[config.mk]
export PLATFORM = sky130hd
export DESIGN_NAME = slave_port_arbiter
export DESIGN_NICKNAME = d
export VERILOG_FILES = /design/src/rtl/spa_pkg.sv /design/src/rtl/spa_regs.sv /design/src/rtl/spa_pick.sv /design/src/rtl/spa_owner.sv /design/src/rtl/slave_port_arbiter.sv
export SDC_FILE = /design/constraint.sdc
export NUM_CORES = 1
export LEC_CHECK = 0
export BUFFER_PORTS_ARGS = -buffer_cell sky130_fd_sc_hd__buf_4
export CORE_MARGIN = 10
export CORE_UTILIZATION = 55
export CTS_CLUSTER_SIZE = 20
export DETAILED_ROUTE_END_ITERATION = 6
export PLACE_DENSITY = 0.82
export SYNTH_ARGS = -nofsm -noshare
export SYNTH_HDL_FRONTEND = slang
export SYNTH_SLANG_ARGS = --single-unit
export TNS_END_PERCENT = 5
[constraint.sdc]
create_clock -name clk -period 12.5 [get_ports clk]
set_clock_uncertainty 0.2 [all_clocks]
set_input_delay 2.5 -clock clk [delete_from_list [all_inputs] [get_ports clk]]
set_output_delay 2.5 -clock clk [all_outputs]
set_load 0.1 [all_outputs]
[src/rtl/spa_pkg.sv]
`timescale 1ns/1ps
package spa_pkg;
  // Control word fields whose positions software relies on
  localparam int unsigned LOCK_POS      = 31;
  localparam int unsigned MODE_POS      = 8;
  localparam int unsigned PARK_MODE_POS = 4;
  localparam int unsigned PARK_IDX_POS  = 0;

  typedef enum logic [1:0] {
    PARK_ON_FIXED = 2'b00,
    PARK_ON_LAST  = 2'b01,
    PARK_NONE     = 2'b10,
    PARK_NONE_ALT = 2'b11
  } park_mode_e;

  typedef enum logic {
    SEL_PRIO = 1'b0,
    SEL_CTRL = 1'b1
  } reg_sel_e;
endpackage

[src/rtl/spa_regs.sv]
`timescale 1ns/1ps
module spa_regs
  import spa_pkg::*;
#(
  parameter int unsigned NM      = 8,
  parameter int unsigned LVL_W   = 3,
  parameter int unsigned FIELD_W = 4,
  parameter int unsigned DW      = 32,
  localparam int unsigned IDX_W  = $clog2(NM),
  localparam int unsigned PW     = NM * FIELD_W
) (
  input  logic             clk,
  input  logic             rst_n,
  input  logic             wr,
  input  logic             sel,
  input  logic [DW-1:0]    wdata,
  output logic [DW-1:0]    rdata,
  output logic [PW-1:0]    prio,
  output logic             rr_mode,
  output park_mode_e       park_mode,
  output logic [IDX_W-1:0] park_idx
);

  function automatic logic [DW-1:0] prio_mask_f();
    logic [DW-1:0] mk;
    mk = '0;
    for (int m = 0; m < int'(NM); m++) mk[m*FIELD_W +: LVL_W] = '1;
    return mk;
  endfunction

  function automatic logic [DW-1:0] prio_reset_f();
    logic [DW-1:0] v;
    v = '0;
    for (int m = 0; m < int'(NM); m++) v[m*FIELD_W +: LVL_W] = LVL_W'(m);
    return v;
  endfunction

  function automatic logic [DW-1:0] ctrl_mask_f();
    logic [DW-1:0] mk;
    mk = '0;
    mk[LOCK_POS] = 1'b1;
    mk[MODE_POS] = 1'b1;
    mk[PARK_MODE_POS +: 2] = 2'b11;
    mk[PARK_IDX_POS +: IDX_W] = '1;
    return mk;
  endfunction

  localparam logic [DW-1:0] PRIO_MASK  = prio_mask_f();
  localparam logic [DW-1:0] PRIO_RESET = prio_reset_f();
  localparam logic [DW-1:0] CTRL_MASK  = ctrl_mask_f();

  logic [DW-1:0] prio_q, ctrl_q;
  logic          locked;
  logic          wr_ok;

  assign locked = ctrl_q[LOCK_POS];
  assign wr_ok  = wr && !locked;

  always_ff @(posedge clk or negedge rst_n) begin
    if (!rst_n) begin
      prio_q <= PRIO_RESET;
      ctrl_q <= '0;
    end else if (wr_ok) begin
      if (reg_sel_e'(sel) == SEL_CTRL) ctrl_q <= wdata & CTRL_MASK;
      else                             prio_q <= wdata & PRIO_MASK;
    end
  end

  assign rdata     = (reg_sel_e'(sel) == SEL_CTRL) ? ctrl_q : prio_q;
  assign prio      = prio_q[PW-1:0];
  assign rr_mode   = ctrl_q[MODE_POS];
  assign park_mode = park_mode_e'(ctrl_q[PARK_MODE_POS +: 2]);
  assign park_idx  = ctrl_q[PARK_IDX_POS +: IDX_W];

  assert_lock_blocks_R3: assert property (@(posedge clk) disable iff (!rst_n)
    (locked && wr) |=> ($stable(ctrl_q) && $stable(prio_q)));

  assert_lock_sticks_R3: assert property (@(posedge clk) disable iff (!rst_n)
    locked |=> locked);

  assert_reserved_zero_R2: assert property (@(posedge clk) disable iff (!rst_n)
    wr |=> (((prio_q & ~PRIO_MASK) == '0) && ((ctrl_q & ~CTRL_MASK) == '0)));

endmodule

[src/rtl/spa_pick.sv]
`timescale 1ns/1ps
module spa_pick #(
  parameter int unsigned NM      = 8,
  parameter int unsigned LVL_W   = 3,
  parameter int unsigned FIELD_W = 4,
  localparam int unsigned IDX_W  = $clog2(NM),
  localparam int unsigned PW     = NM * FIELD_W
) (
  input  logic             clk,
  input  logic             rst_n,
  input  logic [NM-1:0]    req,
  input  logic [PW-1:0]    prio,
  input  logic             rr_mode,
  input  logic [IDX_W-1:0] last_idx,
  output logic             pick_valid,
  output logic [IDX_W-1:0] pick_idx
);

  localparam logic [LVL_W-1:0] LVL_MASKED = '1;

  logic [NM-1:0] elig;

  for (genvar m = 0; m < NM; m++) begin : g_elig
    assign elig[m] = req[m] && (prio[m*FIELD_W +: LVL_W] != LVL_MASKED);
  end

  // {found, index}: lowest level wins, strict compare keeps the lower index on ties
  function automatic logic [IDX_W:0] pick_fixed_f(input logic [NM-1:0] el,
                                                  input logic [PW-1:0] pr);
    logic [LVL_W-1:0] best;
    logic             found;
    logic [IDX_W-1:0] idx;
    best = LVL_MASKED; found = 1'b0; idx = '0;
    for (int m = 0; m < int'(NM); m++) begin
      if (el[m] && (pr[m*FIELD_W +: LVL_W] < best)) begin
        best  = pr[m*FIELD_W +: LVL_W];
        idx   = IDX_W'(m);
        found = 1'b1;
      end
    end
    return {found, idx};
  endfunction

  // {found, index}: first eligible master after the last winner, with wrap
  function automatic logic [IDX_W:0] pick_rr_f(input logic [NM-1:0] el,
                                               input logic [IDX_W-1:0] last);
    logic             found;
    logic [IDX_W-1:0] idx;
    int               j;
    found = 1'b0; idx = '0;
    for (int k = 1; k <= int'(NM); k++) begin
      j = int'(last) + k;
      if (j >= int'(NM)) j = j - int'(NM);
      if (!found && el[j]) begin
        found = 1'b1;
        idx   = IDX_W'(j);
      end
    end
    return {found, idx};
  endfunction

  logic [IDX_W:0] fixed_res, rr_res, sel_res;

  assign fixed_res  = pick_fixed_f(elig, prio);
  assign rr_res     = pick_rr_f(elig, last_idx);
  assign sel_res    = rr_mode ? rr_res : fixed_res;
  assign pick_valid = sel_res[IDX_W];
  assign pick_idx   = sel_res[IDX_W-1:0];

  assert_pick_requested_R5: assert property (@(posedge clk) disable iff (!rst_n)
    pick_valid |-> (req[pick_idx] && (prio[pick_idx*FIELD_W +: LVL_W] != LVL_MASKED)));

  assert_pick_when_eligible_R4: assert property (@(posedge clk) disable iff (!rst_n)
    (req != '0) |-> (pick_valid || ($countones(req & ~elig) == $countones(req))));

endmodule

[src/rtl/spa_owner.sv]
`timescale 1ns/1ps
module spa_owner
  import spa_pkg::*;
#(
  parameter int unsigned NM     = 8,
  localparam int unsigned IDX_W = $clog2(NM)
) (
  input  logic             clk,
  input  logic             rst_n,
  input  logic             pick_valid,
  input  logic [IDX_W-1:0] pick_idx,
  input  logic             xfer_busy,
  input  park_mode_e       park_mode,
  input  logic [IDX_W-1:0] park_idx,
  output logic             owner_valid,
  output logic [IDX_W-1:0] owner_idx,
  output logic [IDX_W-1:0] last_idx
);

  logic             hold_now;   // owner keeps the port this edge
  logic             idle_now;   // boundary cycle with no eligible requester
  logic             nxt_valid;
  logic [IDX_W-1:0] nxt_idx;
  logic [IDX_W-1:0] nxt_last;

  assign hold_now = owner_valid && xfer_busy;
  assign idle_now = !hold_now && !pick_valid;

  always_comb begin
    nxt_valid = owner_valid;
    nxt_idx   = owner_idx;
    nxt_last  = last_idx;
    if (!hold_now) begin
      if (pick_valid) begin
        nxt_valid = 1'b1;
        nxt_idx   = pick_idx;
        nxt_last  = pick_idx;
      end else begin
        unique case (park_mode)
          PARK_ON_FIXED: begin nxt_valid = 1'b1; nxt_idx = park_idx; end
          PARK_ON_LAST:  begin nxt_valid = 1'b1; nxt_idx = last_idx; end
          default:       begin nxt_valid = 1'b0; end
        endcase
      end
    end
  end

  always_ff @(posedge clk or negedge rst_n) begin
    if (!rst_n) begin
      owner_valid <= 1'b1;
      owner_idx   <= '0;
      last_idx    <= IDX_W'(NM - 1);
    end else begin
      owner_valid <= nxt_valid;
      owner_idx   <= nxt_idx;
      last_idx    <= nxt_last;
    end
  end

  assert_hold_busy_R7: assert property (@(posedge clk) disable iff (!rst_n)
    hold_now |=> (owner_valid && (owner_idx == $past(owner_idx))));

  assert_winner_next_R8: assert property (@(posedge clk) disable iff (!rst_n)
    (!hold_now && pick_valid) |=> (owner_valid && (owner_idx == $past(pick_idx))
                                   && (last_idx == $past(pick_idx))));

  assert_park_fixed_R9: assert property (@(posedge clk) disable iff (!rst_n)
    (idle_now && park_mode == PARK_ON_FIXED) |=> (owner_valid && (owner_idx == $past(park_idx))));

  assert_park_last_R10: assert property (@(posedge clk) disable iff (!rst_n)
    (idle_now && park_mode == PARK_ON_LAST) |=> (owner_valid && (owner_idx == $past(last_idx))));

  assert_no_park_R11: assert property (@(posedge clk) disable iff (!rst_n)
    (idle_now && (park_mode == PARK_NONE || park_mode == PARK_NONE_ALT)) |=> !owner_valid);

endmodule

[src/rtl/slave_port_arbiter.sv]
`timescale 1ns/1ps
module slave_port_arbiter
  import spa_pkg::*;
#(
  parameter int unsigned NM      = 8,
  parameter int unsigned LVL_W   = 3,
  parameter int unsigned FIELD_W = 4,
  parameter int unsigned DW      = 32,
  localparam int unsigned IDX_W  = $clog2(NM),
  localparam int unsigned PW     = NM * FIELD_W
) (
  input  logic             clk,
  input  logic             rst_n,
  input  logic [NM-1:0]    req,
  input  logic             xfer_busy,
  input  logic             reg_wr,
  input  logic             reg_sel,
  input  logic [DW-1:0]    reg_wdata,
  output logic [DW-1:0]    reg_rdata,
  output logic [NM-1:0]    gnt,
  output logic [IDX_W-1:0] gnt_idx,
  output logic             gnt_valid
);

  logic [PW-1:0]    prio;
  logic             rr_mode;
  park_mode_e       park_mode;
  logic [IDX_W-1:0] park_idx;
  logic             pick_valid;
  logic [IDX_W-1:0] pick_idx;
  logic             owner_valid;
  logic [IDX_W-1:0] owner_idx;
  logic [IDX_W-1:0] last_idx;

  spa_regs #(.NM(NM), .LVL_W(LVL_W), .FIELD_W(FIELD_W), .DW(DW)) u_regs (
    .clk      (clk),
    .rst_n    (rst_n),
    .wr       (reg_wr),
    .sel      (reg_sel),
    .wdata    (reg_wdata),
    .rdata    (reg_rdata),
    .prio     (prio),
    .rr_mode  (rr_mode),
    .park_mode(park_mode),
    .park_idx (park_idx)
  );

  spa_pick #(.NM(NM), .LVL_W(LVL_W), .FIELD_W(FIELD_W)) u_pick (
    .clk       (clk),
    .rst_n     (rst_n),
    .req       (req),
    .prio      (prio),
    .rr_mode   (rr_mode),
    .last_idx  (last_idx),
    .pick_valid(pick_valid),
    .pick_idx  (pick_idx)
  );

  spa_owner #(.NM(NM)) u_owner (
    .clk        (clk),
    .rst_n      (rst_n),
    .pick_valid (pick_valid),
    .pick_idx   (pick_idx),
    .xfer_busy  (xfer_busy),
    .park_mode  (park_mode),
    .park_idx   (park_idx),
    .owner_valid(owner_valid),
    .owner_idx  (owner_idx),
    .last_idx   (last_idx)
  );

  for (genvar m = 0; m < NM; m++) begin : g_gnt
    assign gnt[m] = owner_valid && (owner_idx == IDX_W'(m));
  end

  assign gnt_idx   = owner_valid ? owner_idx : '0;
  assign gnt_valid = owner_valid;

  assert_grant_onehot_R12: assert property (@(posedge clk) disable iff (!rst_n)
    $onehot0(gnt) && (gnt_valid == (gnt != '0)) && (!gnt_valid || gnt[gnt_idx]));

endmodule

==> key figures, run 1 <==
Setup path
  – Element type at the critical path start: primary input
  – Slowest cell on the critical path: a2111oi_0
  – Startpoint-to-endpoint class of the critical path: in2reg
  – Crit path DAT: 8690 ps
  – Highest cell delay on the worst timing path: 650 ps
  – CP Capture Type: flop
  – Worst-path maximum fanout: 7
  – Required @ worst endpoint: 12480 ps
  – Most numerous cell on the critical path: nand2_1

Global routing
  – Tot GR Track Use: 19.2%
  – Pin count of the biggest net entering global routing: 39
  – Via count of the first global-routing pass: 3480
  – First-pass GRT wire length: 16.4 mm
  – Overflow after GRT: 0
  – Number of antenna violations at the first check in global routing: 0

Detailed routing
  – Number of vias in the routed layout: 3521
  – Number of violations reported at the end of detailed-routing iteration 0: 213
  – Total routed wirelength: 10.0 mm
  – Detailed-routing iteration count for the pre-antenna-repair pass: 4
  – Via density per instance: 6.21
  – Routed wirelength normalized by instance count: 17.7 um
  – Residual DRC: 0
  – Top layer reached by signal wires: met4
  – Number of nets with antenna violations after detailed routing: 0
  – Length of routed met2 wiring: 5.14 mm
  – Detail Route met3 WL: 618 um
  – Met1 Routed Length: 4.17 mm

STA
  – Maximum clock rate: 115 MHz
  – Relative slew slack: 32.5%
  – Final critical path time including I/O delays and setup: 8710 ps
  – Endpoints failing setup: 0
  – Number of hold violations in the final report: 0
  – Setup repair after global routing missed its margin: no
  – Slew at the pin closest to its max-slew limit: 1010 ps
  – Share of the clock period used by the worst path: 69.7%
  – Fin Setup TNS: 0 ps
  – Final worst hold slack: 337 ps
  – Max Transition Viols Final: 0

Power and ir drop
  – Net switching power figure: 733 uW
  – Combinational power share: 71.3%
  – Total design power: 1280 uW
  – Cell Int Power: 548 uW
  – Portion of total power attributed to the clock network: 8.4%
  – Cell leakage power: 0.00187 uW
  – Portion of total power attributed to sequential cells: 20.3%
  – Power density over the cells: 294 nW/um^2
  – Peak supply drop: 0.000181 V
  – Proportion of total power due to net switching: 57.2%

Yosys
  – Post-synthesis register bit count: 38
  – Cell area after synthesis: 3670 um^2
  – Number of different library cells in the post-synthesis netlist: 82
  – Most used flip-flop cell after synthesis: dfrtp_1
  – Share of synthesized cell area in full adder, half adder and majority cells: 2.04%
  – Library cell with the highest instance count after synthesis: nand2_1
  – Post-synthesis average cell area: 8.64 um^2
  – Post-synthesis share of cell area spent on xor and xnor gates: 0.715%
  – Synth top area share: 15.0%
  – Complex-gate fraction of the synthesized area: 24.9%
  – Sequential cell area fraction in the yosys report: 26.4%
  – Post-synthesis mux area share: 16.0%
  – Ranking of synthesized cells by area: dfrtp_1, dfstp_2, mux2_2
  – Dominant combinational cell family by area after synthesis: compound AO/OA/AOI/OAI gates
  – Number of instances in the synthesized netlist: 425
  – Cell accounting for the most synthesized area: dfrtp_1
  – Number of enable-type register cells in the synthesized netlist: 0
  – Post-synthesis share of cell area spent on and, or, nand and nor gates: 24.5%
  – Most common library cells after synthesis: nand2_1, o21ai_0, mux2_2, nor2_1, dfrtp_1
  – FFs w/ async S/R, synth: 100%
  – Synthesis warning total: 0

Clock network
  – # resized after CTS: 0
  – Insertion delay to the later sink of the worst-skew pair: 290 ps
  – Buffers inserted during post-CTS setup optimization: 0
  – Clock tree from TritonCTS: yes
  – Clk pin slew, worst setup/hold paths: 80 ps
  – H-tree levels: 2
  – CTS Hold Bufs: 0
  – Clock Root Buffer: clkbuf_8
  – TritonCTS Buffers: 5
  – Total number of clock tree sinks: 38
  – Clk buf depth: 2

Layout
  – Count of inserted antenna diode cells: 0
  – Synthesis-to-layout area growth: 18.6%
  – Layout Nets: 540
  – Layout cells sized above 1: 33.9%
  – Finished Cell Area: 4360 um^2
  – Total of fill cells in the finished design: 545

Placed design
  – Detailed Place HPWL: 7.95 mm
  – IO Port Bufs: 74
  – Area post-placement: 4240 um^2
  – Routability cong.: 0.924

Die
  – Row cnt: 29
  – Die Y-Extent: 102 um
  – DIE AREA: 10300 um^2
  – Width of the die: 102 um
  – Total core area: 6420 um^2
  – Top-level port count: 89
  – Starting utilization of the core area: 57.2%

Worst hold path
  – Path category of the worst min-delay check: reg2reg

Flow run
  – Maximum capacitance violations: 0

Run status
  – Status: finished clean
==> logic make-up (layout without fill, tap and decap cells) <==
family | after synthesis | after routing
adder cells (fa/ha/maj) | 6 | 6
XOR/XNOR | 3 | 3
buffers and inverters | 45 | 104
AND/OR/NAND/NOR | 169 | 169
other | 1 | 7
multiplexers | 45 | 45
AO/OA/AOI/OAI | 118 | 118
flip-flops | 38 | 38
==> cell usage in the layout (no fill, tap or decap), types with 7 or more instances in the layout <==
cell type   n
nand2_1    50
o21ai_0    30
dfrtp_1    22
buf_4      75
and3_1      7
nand2b_1    8
mux4_2      8
dfstp_2    16
nor2_1     27
nor2b_1    20
inv_1      20
nand3_1    17
conb_1      7
mux2i_1     8
a21oi_1    18
mux2_2     29
==> metal layers <==
layer / vias up / global-route usage (%)
met5: - / 0
met4: 0 / 5.17
met3: 13 / 4.36
met2: 124 / 33.6
met1: 1686 / 23.0
li1: 1698 / -
==> critical path, delay by kind of cell <==
| family | cells | cell delay, ps |
|---|---|---|
| AOI/OAI and AO/OA | 15 | 4070 |
| adders and majority gates | 2 | 490 |
| and+or+nand+nor | 9 | 1460 |
| buffers and inverters | 1 | 130 |
==> final timing paths <==
kind,start,end,slack (ps),cells after the start
setup reg to reg,u_regs.prio[2],u_owner.owner_idx[0],5700,26
setup / recovery,req[0],u_owner.owner_idx[0],3790,27
hold reg to reg,u_regs.ctrl_q[31],u_regs.ctrl_q[31],340,1
min in group asynchronous,rst_n,u_regs.prio[21],1970,1
hold / removal,u_regs.ctrl_q[31],u_regs.ctrl_q[31],340,1
max in group asynchronous,rst_n,u_regs.prio[13],9760,1
==> final cells by class <==
| class | instances | area [um^2] | area share [%] |
|---|---|---|---|
| inverters | 21 | 78.8 | 1.81 |
| clock buffers | 5 | 68.8 | 1.58 |
| flip-flops and latches | 38 | 971 | 22.3 |
| multi-input cells | 348 | 2530 | 58.2 |
| well taps | 77 | 96.3 | 2.21 |
| repair buffers | 75 | 563 | 12.9 |
| clock inverters | 3 | 45.0 | 1.03 |
==> flip-flops by register name (all words and copies together), names as in the netlist <==
signal,flops
u_owner.last_idx,3
u_owner.owner_idx,3
u_regs.ctrl_q,7
u_owner.owner_valid,1
u_regs.prio,24
==> through the flow <==
step                      utilization, %  cells  setup WS, ps
after detailed placement            66.1    559          3540
final                               67.8    567          3790
after global placement              66.1    559          3670
after global routing                67.8    567          3290
after CTS                           67.8    567          3840
after floorplan                        -    431          4450
==> power by group through the flow <==
stage / sequential (uW) / combinational (uW) / clock, uW
after global routing: 271 / 981 / 116
final: 260 / 913 / 107
after detailed placement: 261 / 905 / 0
after CTS: 258 / 909 / 110
after floorplan: 215 / 770 / 0
after global placement: 258 / 886 / 0
(Power assumes the default switching activity.)
==> run 2, diff against run 1 <==
--- a/config.mk
+++ b/config.mk
@@ -5,12 +5,13 @@
 export SDC_FILE = /design/constraint.sdc
 export NUM_CORES = 1
 export LEC_CHECK = 0
+export ABC_AREA = 1
 export BUFFER_PORTS_ARGS = -buffer_cell sky130_fd_sc_hd__buf_4
 export CORE_MARGIN = 10
-export CORE_UTILIZATION = 55
+export CORE_UTILIZATION = 48
 export CTS_CLUSTER_SIZE = 20
 export DETAILED_ROUTE_END_ITERATION = 6
-export PLACE_DENSITY = 0.82
+export PLACE_DENSITY = 0.77
 export SYNTH_ARGS = -nofsm -noshare
 export SYNTH_HDL_FRONTEND = slang
 export SYNTH_SLANG_ARGS = --single-unit
==> constraint.sdc (replaced) <==
create_clock -name clk -period 7.5 [get_ports clk]
set_clock_uncertainty 0.2 [all_clocks]
set_input_delay 1.5 -clock clk [delete_from_list [all_inputs] [get_ports clk]]
set_output_delay 1.5 -clock clk [all_outputs]
set_load 0.1 [all_outputs]
==> key figures, run 2 <==
Yosys
  – Post-synthesis average cell area: 6.32 um^2 (was 8.64 um^2)
  – FFs w/ async S/R, synth: 100% (unchanged)
  – Number of enable-type register cells in the synthesized netlist: 0 (unchanged)
  – Cell area after synthesis: 3190 um^2 (was 3670 um^2)
  – Number of different library cells in the post-synthesis netlist: 35 (was 82)
  – Synthesis warning total: 0 (unchanged)
  – Synth top area share: 17.2% (was 15.0%)
  – Most common library cells after synthesis: nand2_1, inv_1, nor2_1, o21ai_0, a21oi_1 (was nand2_1, o21ai_0, mux2_2, nor2_1, dfrtp_1)
  – Most used flip-flop cell after synthesis: dfrtp_1 (unchanged)
  – Library cell with the highest instance count after synthesis: nand2_1 (unchanged)
  – Post-synthesis register bit count: 38 (unchanged)
  – Sequential cell area fraction in the yosys report: 30.4% (was 26.4%)
  – Number of instances in the synthesized netlist: 505 (was 425)
  – Ranking of synthesized cells by area: dfrtp_1, nand2_1, dfstp_2 (was dfrtp_1, dfstp_2, mux2_2)
  – Cell accounting for the most synthesized area: dfrtp_1 (unchanged)

Clock network
  – Clk pin slew, worst setup/hold paths: 80 ps (about the same)
  – Insertion delay to the later sink of the worst-skew pair: 290 ps (about the same)
  – TritonCTS Buffers: 5 (unchanged)
  – CTS Hold Bufs: 0 (unchanged)
  – Total number of clock tree sinks: 38 (unchanged)
  – Clk buf depth: 2 (unchanged)
  – Clock tree from TritonCTS: yes (unchanged)
  – H-tree levels: 2 (unchanged)
  – Buffers inserted during post-CTS setup optimization: 0 (unchanged)
  – Clock Root Buffer: clkbuf_8 (unchanged)
  – # resized after CTS: 0 (unchanged)

Die
  – Row cnt: 29 (unchanged)
  – Die Y-Extent: 102 um (about the same)
  – Starting utilization of the core area: 49.7% (was 57.2%)
  – Top-level port count: 89 (unchanged)
  – DIE AREA: 10300 um^2 (about the same)
  – Width of the die: 102 um (about the same)
  – Total core area: 6420 um^2 (unchanged)

STA
  – Final critical path time including I/O delays and setup: 6570 ps
  – Setup repair after global routing missed its margin: no (unchanged)
  – Relative slew slack: 64.8% (was 32.5%)
  – Number of hold violations in the final report: 0 (unchanged)
  – Maximum clock rate: 152 MHz
  – Fin Setup TNS: 0 ps (unchanged)
  – Share of the clock period used by the worst path: 87.5%
  – Final worst hold slack: 302 ps (was 337 ps)
  – Slew at the pin closest to its max-slew limit: 523 ps (was 1010 ps)
  – Endpoints failing setup: 0 (unchanged)
  – Max Transition Viols Final: 0 (unchanged)

Detailed routing
  – Number of violations reported at the end of detailed-routing iteration 0: 177 (was 213)
  – Via density per instance: 5.18 (was 6.21)
  – Detailed-routing iteration count for the pre-antenna-repair pass: 5 (was 4)
  – Total routed wirelength: 8.45 mm (was 10.0 mm)
  – Residual DRC: 0 (unchanged)
  – Routed wirelength normalized by instance count: 13.0 um (was 17.7 um)
  – Number of vias in the routed layout: 3369 (was 3521)
  – Number of nets with antenna violations after detailed routing: 0 (unchanged)

Layout
  – Flip-flop count of the largest register after layout: 24 (unchanged)
  – Total of fill cells in the finished design: 630 (was 545)
  – Layout Nets: 624 (was 540)
  – Number of standard cells in the layout, taps in and fillers out: 651 (was 567)
  – Count of inserted antenna diode cells: 0 (unchanged)
  – Synthesis-to-layout area growth: 21.2% (was 18.6%)
  – Final core utilization: 60.2% (was 67.8%)
  – Most frequent cells in the layout: nand2_1, inv_1, nor2_1 (was buf_4, nand2_1, o21ai_0)
  – Layout cells sized above 1: 22.6% (was 33.9%)
  – Most frequent standard cell in the layout excluding fill and tap cells: nand2_1 (was buf_4)

Placed design
  – Routability cong.: 0.968 (was 0.924)
  – IO Port Bufs: 74 (unchanged)
  – Placed instance count: 643 (was 559)
  – Detailed Place HPWL: 6.89 mm (was 7.95 mm)

Setup path
  – Origin of the critical flop-to-flop path: u_regs.prio[2] (unchanged)
  – Most numerous cell on the critical path: nand2_1 (unchanged)
  – Required @ worst endpoint: 7490 ps (was 12480 ps)
  – FF-to-FF setup slack: 1710 ps (was 5700 ps)
  – CP Capture Type: flop (unchanged)
  – Slowest cell on the critical path: a211oi_1 (was a2111oi_0)
  – Element type at the critical path start: primary input (unchanged)
  – Startpoint-to-endpoint class of the critical path: in2reg (unchanged)
  – Crit path DAT: 6550 ps (was 8690 ps)
  – Reg-to-Reg End: u_owner.owner_idx[0] (unchanged)
  – Cell count of the worst reg-to-reg path: 43 (was 26)
  – Highest cell delay on the worst timing path: 420 ps (was 650 ps)
  – Worst-path maximum fanout: 7 (unchanged)

Power and ir drop
  – Peak supply drop: 0.0000980 V (was 0.000181 V)
  – Power density over the cells: 148 nW/um^2 (was 294 nW/um^2)
  – Cell leakage power: 0.00216 uW (was 0.00187 uW)

Global routing
  – Tot GR Track Use: 17.0% (was 19.2%)
  – Number of antenna violations at the first check in global routing: 0 (unchanged)
  – Via count of the first global-routing pass: 3254 (was 3480)
  – Overflow after GRT: 0 (unchanged)
  – Pin count of the biggest net entering global routing: 49 (was 39)
  – First-pass GRT wire length: 14.5 mm (was 16.4 mm)

Worst hold path
  – Hold Crit Endpoint: u_owner.owner_idx[2] (was u_regs.ctrl_q[31])
  – Path category of the worst min-delay check: reg2reg (unchanged)
  – Origin of the worst min-delay path: u_owner.owner_idx[2] (was u_regs.ctrl_q[31])
  – Worst Hold Depth: 2 (was 1)

Flow run
  – Maximum capacitance violations: 0 (unchanged)

Run status
  – Status: finished clean (unchanged)
## run 2: cell count changes in the layout (fill, tap and decap cells not counted), sizes merged, moves of 7 or more
| cell | previous run | this run |
|---|---|---|
| and3 | 7 | 0 |
| a21oi | 19 | 33 |
| nand2 | 51 | 138 |
| nor2 | 27 | 78 |
| mux2 | 29 | 0 |
| nor2b | 22 | 0 |
| o21ai | 35 | 48 |
| nand2b | 8 | 0 |
| mux2i | 8 | 0 |
| nand4 | 5 | 12 |
| inv | 20 | 83 |
| mux4 | 8 | 0 |
## run 2: metrics by stage
stage          cell area (um^2)  setup WS [ps]  power [uW]
3_5_place_dp               3770            663         425
3_3_place_gp               3770            853         422
4_1_cts                    3870            939         575
5_1_grt                    3870            342         604
2_1_floorplan              3210           1420         376
6_report                   3870            935         571
## run 2: worst max path at each step
stage                start                   end  slack (ps)  cells past startpoint
floorplan           req[0]  u_owner.owner_idx[1]        1420                     43
detailed placement  req[0]  u_owner.owner_idx[0]         660                     43
CTS                 req[0]  u_owner.owner_idx[0]         940                     44
global placement    req[0]  u_owner.owner_idx[0]         850                     43
global route        req[0]  u_owner.owner_idx[0]         340                     43
finish              req[0]  u_owner.owner_idx[0]         930                     43
## run 2: area by class of cell
class | count | area (um^2) | share of cell area, %
clock buffer | 6 | 82.6 | 2.14
clock inverter | 2 | 12.5 | 0.324
inverter | 84 | 315 | 8.15
tap | 77 | 96.3 | 2.49
timing repair buffer | 75 | 563 | 14.6
multi-input combinational | 369 | 1830 | 47.2
sequential | 38 | 971 | 25.1
## run 2: routing by layer
metal / vias up / global-route usage (%) / wire [um]
met2: 108 / 28.0 / 4030
met3: 14 / 4.90 / 640
met5: - / 0 / 0
met1: 1520 / 20.9 / 3610
li1: 1727 / - / -
met4: 0 / 5.39 / 169
## run 2: cells by family after synthesis
family          after synthesis  synth area share (%)
other cells                   1                 0.117
buf+inv                     104                  13.1
compound gates               98                  17.1
xor+xnor                      3                 0.823
flops                        38                  30.4
simple gates                255                  36.1
fa+ha+maj                     6                  2.35
## run 2: worst max-delay path: cells and delay by family
kind	cells	cell delay, ps
AOI/OAI and AO/OA	4	1190
adders and majority gates	2	600
buffers and inverters	1	110
and+or+nand+nor	36	3150
## run 2: where the power goes
part	switching [uW]	internal [uW]
Clock	75.9	73.9
Combinational	153	55.9
Sequential	4.07	208
Total	233	338
